**src/rtl/cop_timer_pkg.sv**
```systemverilog
package cop_timer_pkg;
  localparam int unsigned EXC_W = 5;
  localparam logic [EXC_W-1:0] EXC_INTERRUPT = '0;

  typedef enum logic [1:0] {
    WSEL_COUNT   = 2'd0,
    WSEL_COMPARE = 2'd1,
    WSEL_SOFT    = 2'd2,
    WSEL_NONE    = 2'd3
  } wsel_e;
endpackage

```
**src/rtl/cop_tick_counter.sv**
```systemverilog
module cop_tick_counter #(
  parameter int unsigned DATA_W = 32
) (
  input  logic              clk,
  input  logic              rst_n,
  input  logic              cnt_we,
  input  logic              cmp_we,
  input  logic [DATA_W-1:0] wdata,
  output logic [DATA_W-1:0] count_o,
  output logic              timer_req_o
);
  logic [DATA_W-1:0] cnt_q, cnt_d;
  logic [DATA_W-1:0] cmp_q, cmp_d;
  logic              req_q, req_d;
  logic              hit;

  always_comb begin
    cnt_d = cnt_we ? wdata : cnt_q + DATA_W'(1);
    cmp_d = cmp_we ? wdata : cmp_q;
    hit   = (cnt_d == cmp_q);
    if (cmp_we)   req_d = 1'b0;
    else if (hit) req_d = 1'b1;
    else          req_d = req_q;
  end

  always_ff @(posedge clk or negedge rst_n) begin
    if (!rst_n) begin
      cnt_q <= '0;
      cmp_q <= '0;
      req_q <= 1'b0;
    end else begin
      cnt_q <= cnt_d;
      if (cmp_we) cmp_q <= cmp_d;
      req_q <= req_d;
    end
  end

  assign count_o     = cnt_q;
  assign timer_req_o = req_q;
endmodule

```
**src/rtl/cop_pending_bits.sv**
```systemverilog
module cop_pending_bits #(
  parameter int unsigned DATA_W = 32,
  parameter int unsigned N_EXT  = 5,
  parameter int unsigned N_SW   = 2,
  parameter int unsigned SW_LSB = 8
) (
  input  logic                   clk,
  input  logic                   rst_n,
  input  logic [N_EXT-1:0]       ext_irq,
  input  logic                   sw_we,
  input  logic [DATA_W-1:0]      wdata,
  input  logic                   timer_req,
  output logic [N_EXT+N_SW:0]    ip_o
);
  logic [N_EXT-1:0] ext_q, ext_d;
  logic [N_SW-1:0]  sw_q, sw_d;

  always_comb begin
    ext_d = ext_irq;
    sw_d  = sw_we ? wdata[SW_LSB +: N_SW] : sw_q;
  end

  always_ff @(posedge clk or negedge rst_n) begin
    if (!rst_n) begin
      ext_q <= '0;
      sw_q  <= '0;
    end else begin
      ext_q <= ext_d;
      if (sw_we) sw_q <= sw_d;
    end
  end

  assign ip_o = {timer_req, ext_q, sw_q};
endmodule

```
**src/rtl/cop_accept_gate.sv**
```systemverilog
module cop_accept_gate
  import cop_timer_pkg::*;
#(
  parameter int unsigned N_HW = 6,
  parameter int unsigned N_SW = 2
) (
  input  logic                 clk,
  input  logic                 rst_n,
  input  logic [N_HW+N_SW-1:0] ip,
  input  logic [N_HW+N_SW-1:0] mask,
  input  logic                 ie,
  input  logic                 exl,
  input  logic                 erl,
  input  logic                 waiting,
  input  logic                 in_delay,
  output logic                 take_o,
  output logic [EXC_W-1:0]     exc_code_o,
  output logic                 wake_o,
  output logic                 fetch_o,
  output logic                 dly_o
);
  localparam int unsigned IP_W = N_HW + N_SW;

  logic [N_HW-1:0] hw_live;
  logic            enabled;
  logic            accept;
  logic            armed_q, armed_d;
  logic            dly_q, dly_d;

  always_comb begin
    hw_live = ip[IP_W-1:N_SW] & mask[IP_W-1:N_SW];
    enabled = ie & ~exl & ~erl;
    accept  = enabled & (|hw_live);
    take_o  = accept & ~armed_q;
    armed_d = accept;
    dly_d   = take_o ? in_delay : dly_q;
  end

  always_ff @(posedge clk or negedge rst_n) begin
    if (!rst_n) begin
      armed_q <= 1'b0;
      dly_q   <= 1'b0;
    end else begin
      armed_q <= armed_d;
      if (take_o) dly_q <= dly_d;
    end
  end

  assign exc_code_o = take_o ? EXC_INTERRUPT : '0;
  assign wake_o     = take_o & waiting;
  assign fetch_o    = ~take_o & ~waiting;
  assign dly_o      = dly_q;
endmodule

```
**src/rtl/cop_timer_irq.sv**
```systemverilog
module cop_timer_irq
  import cop_timer_pkg::*;
#(
  parameter int unsigned DATA_W = 32,
  parameter int unsigned N_HW   = 6,
  parameter int unsigned N_SW   = 2,
  parameter int unsigned SW_LSB = 8,
  localparam int unsigned N_EXT = N_HW - 1,
  localparam int unsigned IP_W  = N_HW + N_SW
) (
  input  logic              clk,
  input  logic              rst_n,
  input  logic [N_EXT-1:0]  ext_irq_i,
  input  logic              st_ie_i,
  input  logic              st_exl_i,
  input  logic              st_erl_i,
  input  logic [IP_W-1:0]   st_mask_i,
  input  logic              wr_en_i,
  input  logic [1:0]        wr_sel_i,
  input  logic [DATA_W-1:0] wr_data_i,
  input  logic              waiting_i,
  input  logic              in_delay_i,
  output logic              take_irq_o,
  output logic [EXC_W-1:0]  exc_code_o,
  output logic [IP_W-1:0]   cause_ip_o,
  output logic              wake_o,
  output logic              fetch_o,
  output logic              irq_in_delay_o,
  output logic [DATA_W-1:0] count_o
);
  wsel_e sel;
  logic  cnt_we, cmp_we, sw_we;
  logic  timer_req;

  always_comb begin
    sel    = wsel_e'(wr_sel_i);
    cnt_we = wr_en_i & (sel == WSEL_COUNT);
    cmp_we = wr_en_i & (sel == WSEL_COMPARE);
    sw_we  = wr_en_i & (sel == WSEL_SOFT);
  end

  cop_tick_counter #(.DATA_W(DATA_W)) u_tick (
    .clk         (clk),
    .rst_n       (rst_n),
    .cnt_we      (cnt_we),
    .cmp_we      (cmp_we),
    .wdata       (wr_data_i),
    .count_o     (count_o),
    .timer_req_o (timer_req)
  );

  cop_pending_bits #(
    .DATA_W (DATA_W),
    .N_EXT  (N_EXT),
    .N_SW   (N_SW),
    .SW_LSB (SW_LSB)
  ) u_pend (
    .clk       (clk),
    .rst_n     (rst_n),
    .ext_irq   (ext_irq_i),
    .sw_we     (sw_we),
    .wdata     (wr_data_i),
    .timer_req (timer_req),
    .ip_o      (cause_ip_o)
  );

  cop_accept_gate #(.N_HW(N_HW), .N_SW(N_SW)) u_gate (
    .clk        (clk),
    .rst_n      (rst_n),
    .ip         (cause_ip_o),
    .mask       (st_mask_i),
    .ie         (st_ie_i),
    .exl        (st_exl_i),
    .erl        (st_erl_i),
    .waiting    (waiting_i),
    .in_delay   (in_delay_i),
    .take_o     (take_irq_o),
    .exc_code_o (exc_code_o),
    .wake_o     (wake_o),
    .fetch_o    (fetch_o),
    .dly_o      (irq_in_delay_o)
  );
endmodule

```
**config.mk**
```make
export PLATFORM = sky130hd
export DESIGN_NAME = cop_timer_irq
export DESIGN_NICKNAME = d
export VERILOG_FILES = /design/src/rtl/cop_timer_pkg.sv /design/src/rtl/cop_tick_counter.sv /design/src/rtl/cop_pending_bits.sv /design/src/rtl/cop_accept_gate.sv /design/src/rtl/cop_timer_irq.sv
export SDC_FILE = /design/constraint.sdc
export NUM_CORES = 1
export LEC_CHECK = 0
export ABC_AREA = 1
export BUFFER_PORTS_ARGS = -buffer_cell sky130_fd_sc_hd__buf_2
export CAP_MARGIN = 10
export CORE_MARGIN = 3
export CORE_UTILIZATION = 25
export CTS_BUF_LIST = sky130_fd_sc_hd__clkbuf_4 sky130_fd_sc_hd__clkbuf_8
export CTS_CLUSTER_SIZE = 14
export DETAILED_ROUTE_END_ITERATION = 12
export HOLD_SLACK_MARGIN = 0.06
export PLACE_DENSITY = 0.44
export SLEW_MARGIN = 20
export SYNTH_ARGS = -nofsm -noshare
export SYNTH_HDL_FRONTEND = slang
export SYNTH_SLANG_ARGS = --single-unit
```
**constraint.sdc**
```tcl
create_clock -name clk -period 5.3 [get_ports clk]
set_input_delay 1.06 -clock clk [delete_from_list [all_inputs] [get_ports clk]]
set_output_delay 1.06 -clock clk [all_outputs]
set_load 0.01 [all_outputs]
```
**Yosys cells after proc, flatten, opt, wreduce, memory -nomap -nowiden**

Cells that the tools add are included.

- Add/sub/neg operators: 1
- Equality and inequality tests: 3
- Multiplexer cells: 3
- Bitwise gates (word level): 15
- Reduce and logical (&&, ||, !) cells: 3

Operators with widths:

| kind | count |
|---|---|
| adder 32 x 1 -> 32 bit (second input constant) | 1 |
| == test 32 bit | 1 |
| 2-to-1 mux 32 bit | 1 |
| bitwise AND 1 bit | 9 |
| bitwise AND 6 bit | 1 |
| OR reduction 6 bit | 1 |
| inverter 1 bit | 5 |
| == test 2 x 1 -> 1 bit (second input constant) | 1 |
| == test 2 bit (second input constant) | 1 |
| zero test 2 bit | 1 |
| 2-to-1 mux 1 bit | 2 |
| nonzero test 2 bit | 1 |

- Flip-flop bits (word level): 74
- Input port bits: 55
- Output and inout bits: 49

**Longest topological paths before layout**

- Depth in word-level cells: 7
- Mapped depth: 17
- Mapped depth without buffers: 17

**Cells and area by module**

From an unflattened synthesis, not the netlist that was laid out.

- Cells, all modules: 689
- Area total of the unflattened synthesis: 4591.9 um2

By module, submodules not included:

| module | times used | cells an instance | area each (um2) | seq. area each (um2) |
|---|---|---|---|---|
| cop_tick_counter | 1 | 634 | 4154.0 | 1626.6 |
| cop_pending_bits | 1 | 15 | 209.0 | 175.2 |
| cop_accept_gate | 1 | 33 | 202.7 | 50.0 |
| cop_timer_irq | 1 | 7 | 26.3 | 0.0 |

**Least setup slack after synthesis**

OpenSTA, ideal clock, no wires.

- Kind: input to output
- From: input st_mask_i[2]
- To: output fetch_o
- Arrival: 1.900 ns
- Path slack: 2.340 ns
- Stages on the path: 8
- Cell sequence: a22o_1 > a221oi_1 > nand3_1 > nand2_1 > nor2_1 > inv_1 > nand2_1 > inv_1

- Longest elaborated chain between the ends: 6

RTL lines:

| element | line | source |
|---|---|---|
| start, declared | cop_timer_irq.sv:17 | `input logic [IP_W-1:0] st_mask_i,` |
| bitwise AND 6 bit | cop_accept_gate.sv:31 | `hw_live = ip[IP_W-1:N_SW] & mask[IP_W-1:N_SW];` |
| OR reduction 6 bit | cop_accept_gate.sv:33 | `accept = enabled & (\|hw_live);` |
| bitwise AND 1 bit | cop_accept_gate.sv:33 |  |
| bitwise AND 1 bit | cop_accept_gate.sv:34 | `take_o = accept & ~armed_q;` |
| via take_irq_o | cop_timer_irq.sv:23 | `output logic take_irq_o,` |
| inverter 1 bit | cop_accept_gate.sv:51 | `assign fetch_o = ~take_o & ~waiting;` |
| bitwise AND 1 bit | cop_accept_gate.sv:51 |  |
| end, declared | cop_timer_irq.sv:27 | `output logic fetch_o,` |

The timed path passes the listed nets, and every way through them passes these cells.

**Worst setup path after layout**

- From: input st_mask_i[2]
- To: output fetch_o

- Longest elaborated chain between the ends: 6

RTL lines:

| element | line |
|---|---|
| bitwise AND 6 bit | cop_accept_gate.sv:31 |
| OR reduction 6 bit | cop_accept_gate.sv:33 |
| bitwise AND 1 bit | cop_accept_gate.sv:33 |
| bitwise AND 1 bit | cop_accept_gate.sv:34 |
| inverter 1 bit | cop_accept_gate.sv:51 |
| bitwise AND 1 bit | cop_accept_gate.sv:51 |

Every way passes these cells.

==> metrics.txt <==
unrepaired setup endpoints after global routing no; Core Rows 49; combinational share of power 0.326; Post-Synth Simple-Gate Area 0.436; CP Max Fanout 3; total core area 18100 sq um; die area 20200 sq um; Final min period 3190 ps; WL met2 5990 um; GRT Total Usage 0.137; mux contribution to synthesized area 0.00729; I/O Pins 104; top layer used by detailed routing met5; Crit. End Element output pin; layout cells sized above 1 0.197; buffers plus inverters on the worst setup path 4; vias in the first global route 4011; root buf cell clkbuf_8; actual slew at the worst max-slew pin 656 ps; largest family of logic cells by synthesized area simple AND/OR/NAND/NOR gates; Post-CTS Setup Repair Bufs 0; drt wl/cell 12.9 um; XOR/XNOR Fraction of Synth Area 0; Yosys warning count 0; H-Tree Level Count 3; Int Pwr 1.08 mW; first-pass GRT wire length 21500 um; Final ANT Viol Nets 0; VDD IR-drop max 0.0000919 V; PwrDens 327 nW/um^2; Post-Syn Instances 698; P_sw 0.721 mW; gr ovfl total 0; Die Width 142 um; hpwl dp 10100 um; clock power share 0.242; power share of the sequential group 0.432; Post-Syn Area 4640 sq um; Max Root-Sink Buffers 2; count of different cell masters after synthesis 32; DR vias 4290; fin. max-slew vios 0; Starting Density 0.256; initial antenna violation count 1; Clock Latency Late Sink 370 ps; final number of setup-violating endpoints 0; sequential cell area fraction in the yosys report 0.399; Hold WC Path Type reg2reg; Switching Fraction 0.400; part of the cycle the worst path needs 0.602; Worst Path Arrival 2130 ps; final WL 13200 um; CTS tree done; routed vias/inst 4.18; Pleak 2.98 nW; Syn-to-layout area delta 18.8%; Synth Area in Adders 0.00270; Total Power 1.80 mW; largest net degree at the start of global routing 65; Filler cells 1991; CTS clock-pin slew for the worst setup and hold paths 90 ps; DP Cell Count 1011; Hold Vio Cnt, Final 0; outcome complete, no violations; post-cts sizing count 0; FF/Latch Area 1850 sq um; gpl congestion 0.831; Max transition margin 0.562; CTS Sinks 74; post-synthesis register bit count 74; Setup crit start kind input pin; critical path's slowest cell a221oi_1; Post-CTS Hold Buffers 0; PortBufs 96; DRC 0; syn_area_per_cell 6.64 sq um; Fmax 0.313 GHz; CP delay by family, top compound AO/OA/AOI/OAI gates; antenna fix cells 0; area of the multi-input gates 2310 sq um; CTS Buf Count 9; required time of the critical path 4240 ps; met3 WL 604 um; CP Cell Sequence buf_2, a22o_1, a221oi_1, nand3_1, nand2_1, nor2_1, inv_1, nand2_1, inv_1, buf_2; TNS Setup 0 ps; Critical Path Max Stage Delay 240 ps; Metal-1 WL 6430 um; DR pass1 iterations 4; Finished Layout Cells 1027; Synth Area in Compound Gates 0.0467; Die Height 142 um; max_cap viols 0; First DRT Iteration DRCs 236; Post-layout nets 849; skew final 12.8 ps; Setup CP Type in2out
==> area by class of cell <==
type,instances,area share
multi-input cells,511,0.419
flip-flops and latches,74,0.336
repair buffers,99,0.0918
inverters,98,0.0668
well taps,229,0.0520
clock buffers,11,0.0275
clock inverters,5,0.00681
==> placed cells by master, fill, tap and decap left out, types with 2 or more instances in the layout <==
cell        synthesis  final
nand2_1           269    269
inv_1              98     98
buf_2               2     95
nand3_1            88     88
dfrtp_1            74     74
nor2_1             56     56
o21ai_0            34     34
or2_2              17     17
clkbuf_8            2     11
nand2_2             8      8
nor2_4              6      6
nand4_1             5      5
conb_1              1      5
buf_4               7      4
nor2_2              3      3
nand3b_1            3      3
mux2_2              3      3
clkinvlp_4          0      2
==> final timing paths <==
| path | cells past startpoint | to | slack (ps) | start |
|---|---|---|---|---|
| min | 2 | u_gate.dly_o | 480 | u_gate.dly_o |
| max reg2reg | 13 | u_tick.timer_req_o | 2920 | u_tick.count_o[0] |
| min in group asynchronous | 1 | u_tick.count_o[28] | 600 | rst_n |
| min reg2reg | 2 | u_gate.dly_o | 480 | u_gate.dly_o |
| max in group asynchronous | 2 | u_tick.cmp_q[4] | 3720 | rst_n |
| max | 10 | fetch_o | 2110 | st_mask_i[2] |
==> cells by family after synthesis <==
group | after synthesis
AOI/OAI and AO/OA | 40
adders and majority gates | 1
buffers and inverters | 117
DFF | 74
muxes | 3
other | 1
and+or+nand+nor | 462
==> stage by stage <==
step                hold WS, ps  worst slack (ps)   util  cell area [sq um]
floorplan                   505              2340      -               4650
global placement            457              1860  0.294               5320
detailed placement          467              1870  0.294               5320
CTS                         488              2070  0.305               5510
global route                533              1960  0.305               5510
finish                      479              2110  0.305               5510
==> flip-flops by register name, summed over array words and instances (netlist names) <==
signal	cells
u_tick.count_o	32
u_pend.sw_q	2
u_tick.timer_req_o	1
u_gate.dly_o	1
u_gate.armed_q	1
u_tick.cmp_q	32
u_pend.ext_q	5
==> layer usage <==
metal,GRT usage,vias up
met5,0,-
met4,0.0409,2
met3,0.0363,17
met2,0.211,60
met1,0.188,1862
li1,-,2349
==> synthesized netlist by cell type, drive strengths merged <==
master / n / area share
nor3b: 1 / 0.0016
o21bai: 1 / 0.0016
a22o: 1 / 0.0019
mux2: 3 / 0.0073
ha: 1 / 0.0027
o21ai: 34 / 0.037
dfrtp: 74 / 0.40
buf: 10 / 0.016
nand3: 89 / 0.097
o211ai: 1 / 0.0016
nor2: 66 / 0.068
a21oi: 2 / 0.0030
clkbuf: 9 / 0.012
nor3: 2 / 0.0022
a221oi: 1 / 0.0019
nand4: 5 / 0.0067
inv: 98 / 0.079
conb: 1 / 0.00081
nand3b: 3 / 0.0049
or2: 18 / 0.024
nand2: 278 / 0.23
==> tightest hold or removal path: cells and delay by family (launching register included) <==
kind,cells,cell delay [ps]
flops,1,350
simple gates,2,110
==> power by group through the flow <==
| stage | combinational (mW) | clock [mW] | sequential, mW |
|---|---|---|---|
| CTS | 0.603 | 0.465 | 0.781 |
| floorplan | 0.382 | 0 | 0.793 |
| global route | 0.686 | 0.486 | 0.799 |
| finish | 0.588 | 0.436 | 0.779 |
| detailed placement | 0.601 | 0 | 0.791 |
| global placement | 0.598 | 0 | 0.794 |
No activity file was read; power rests on OpenSTA's default activity.
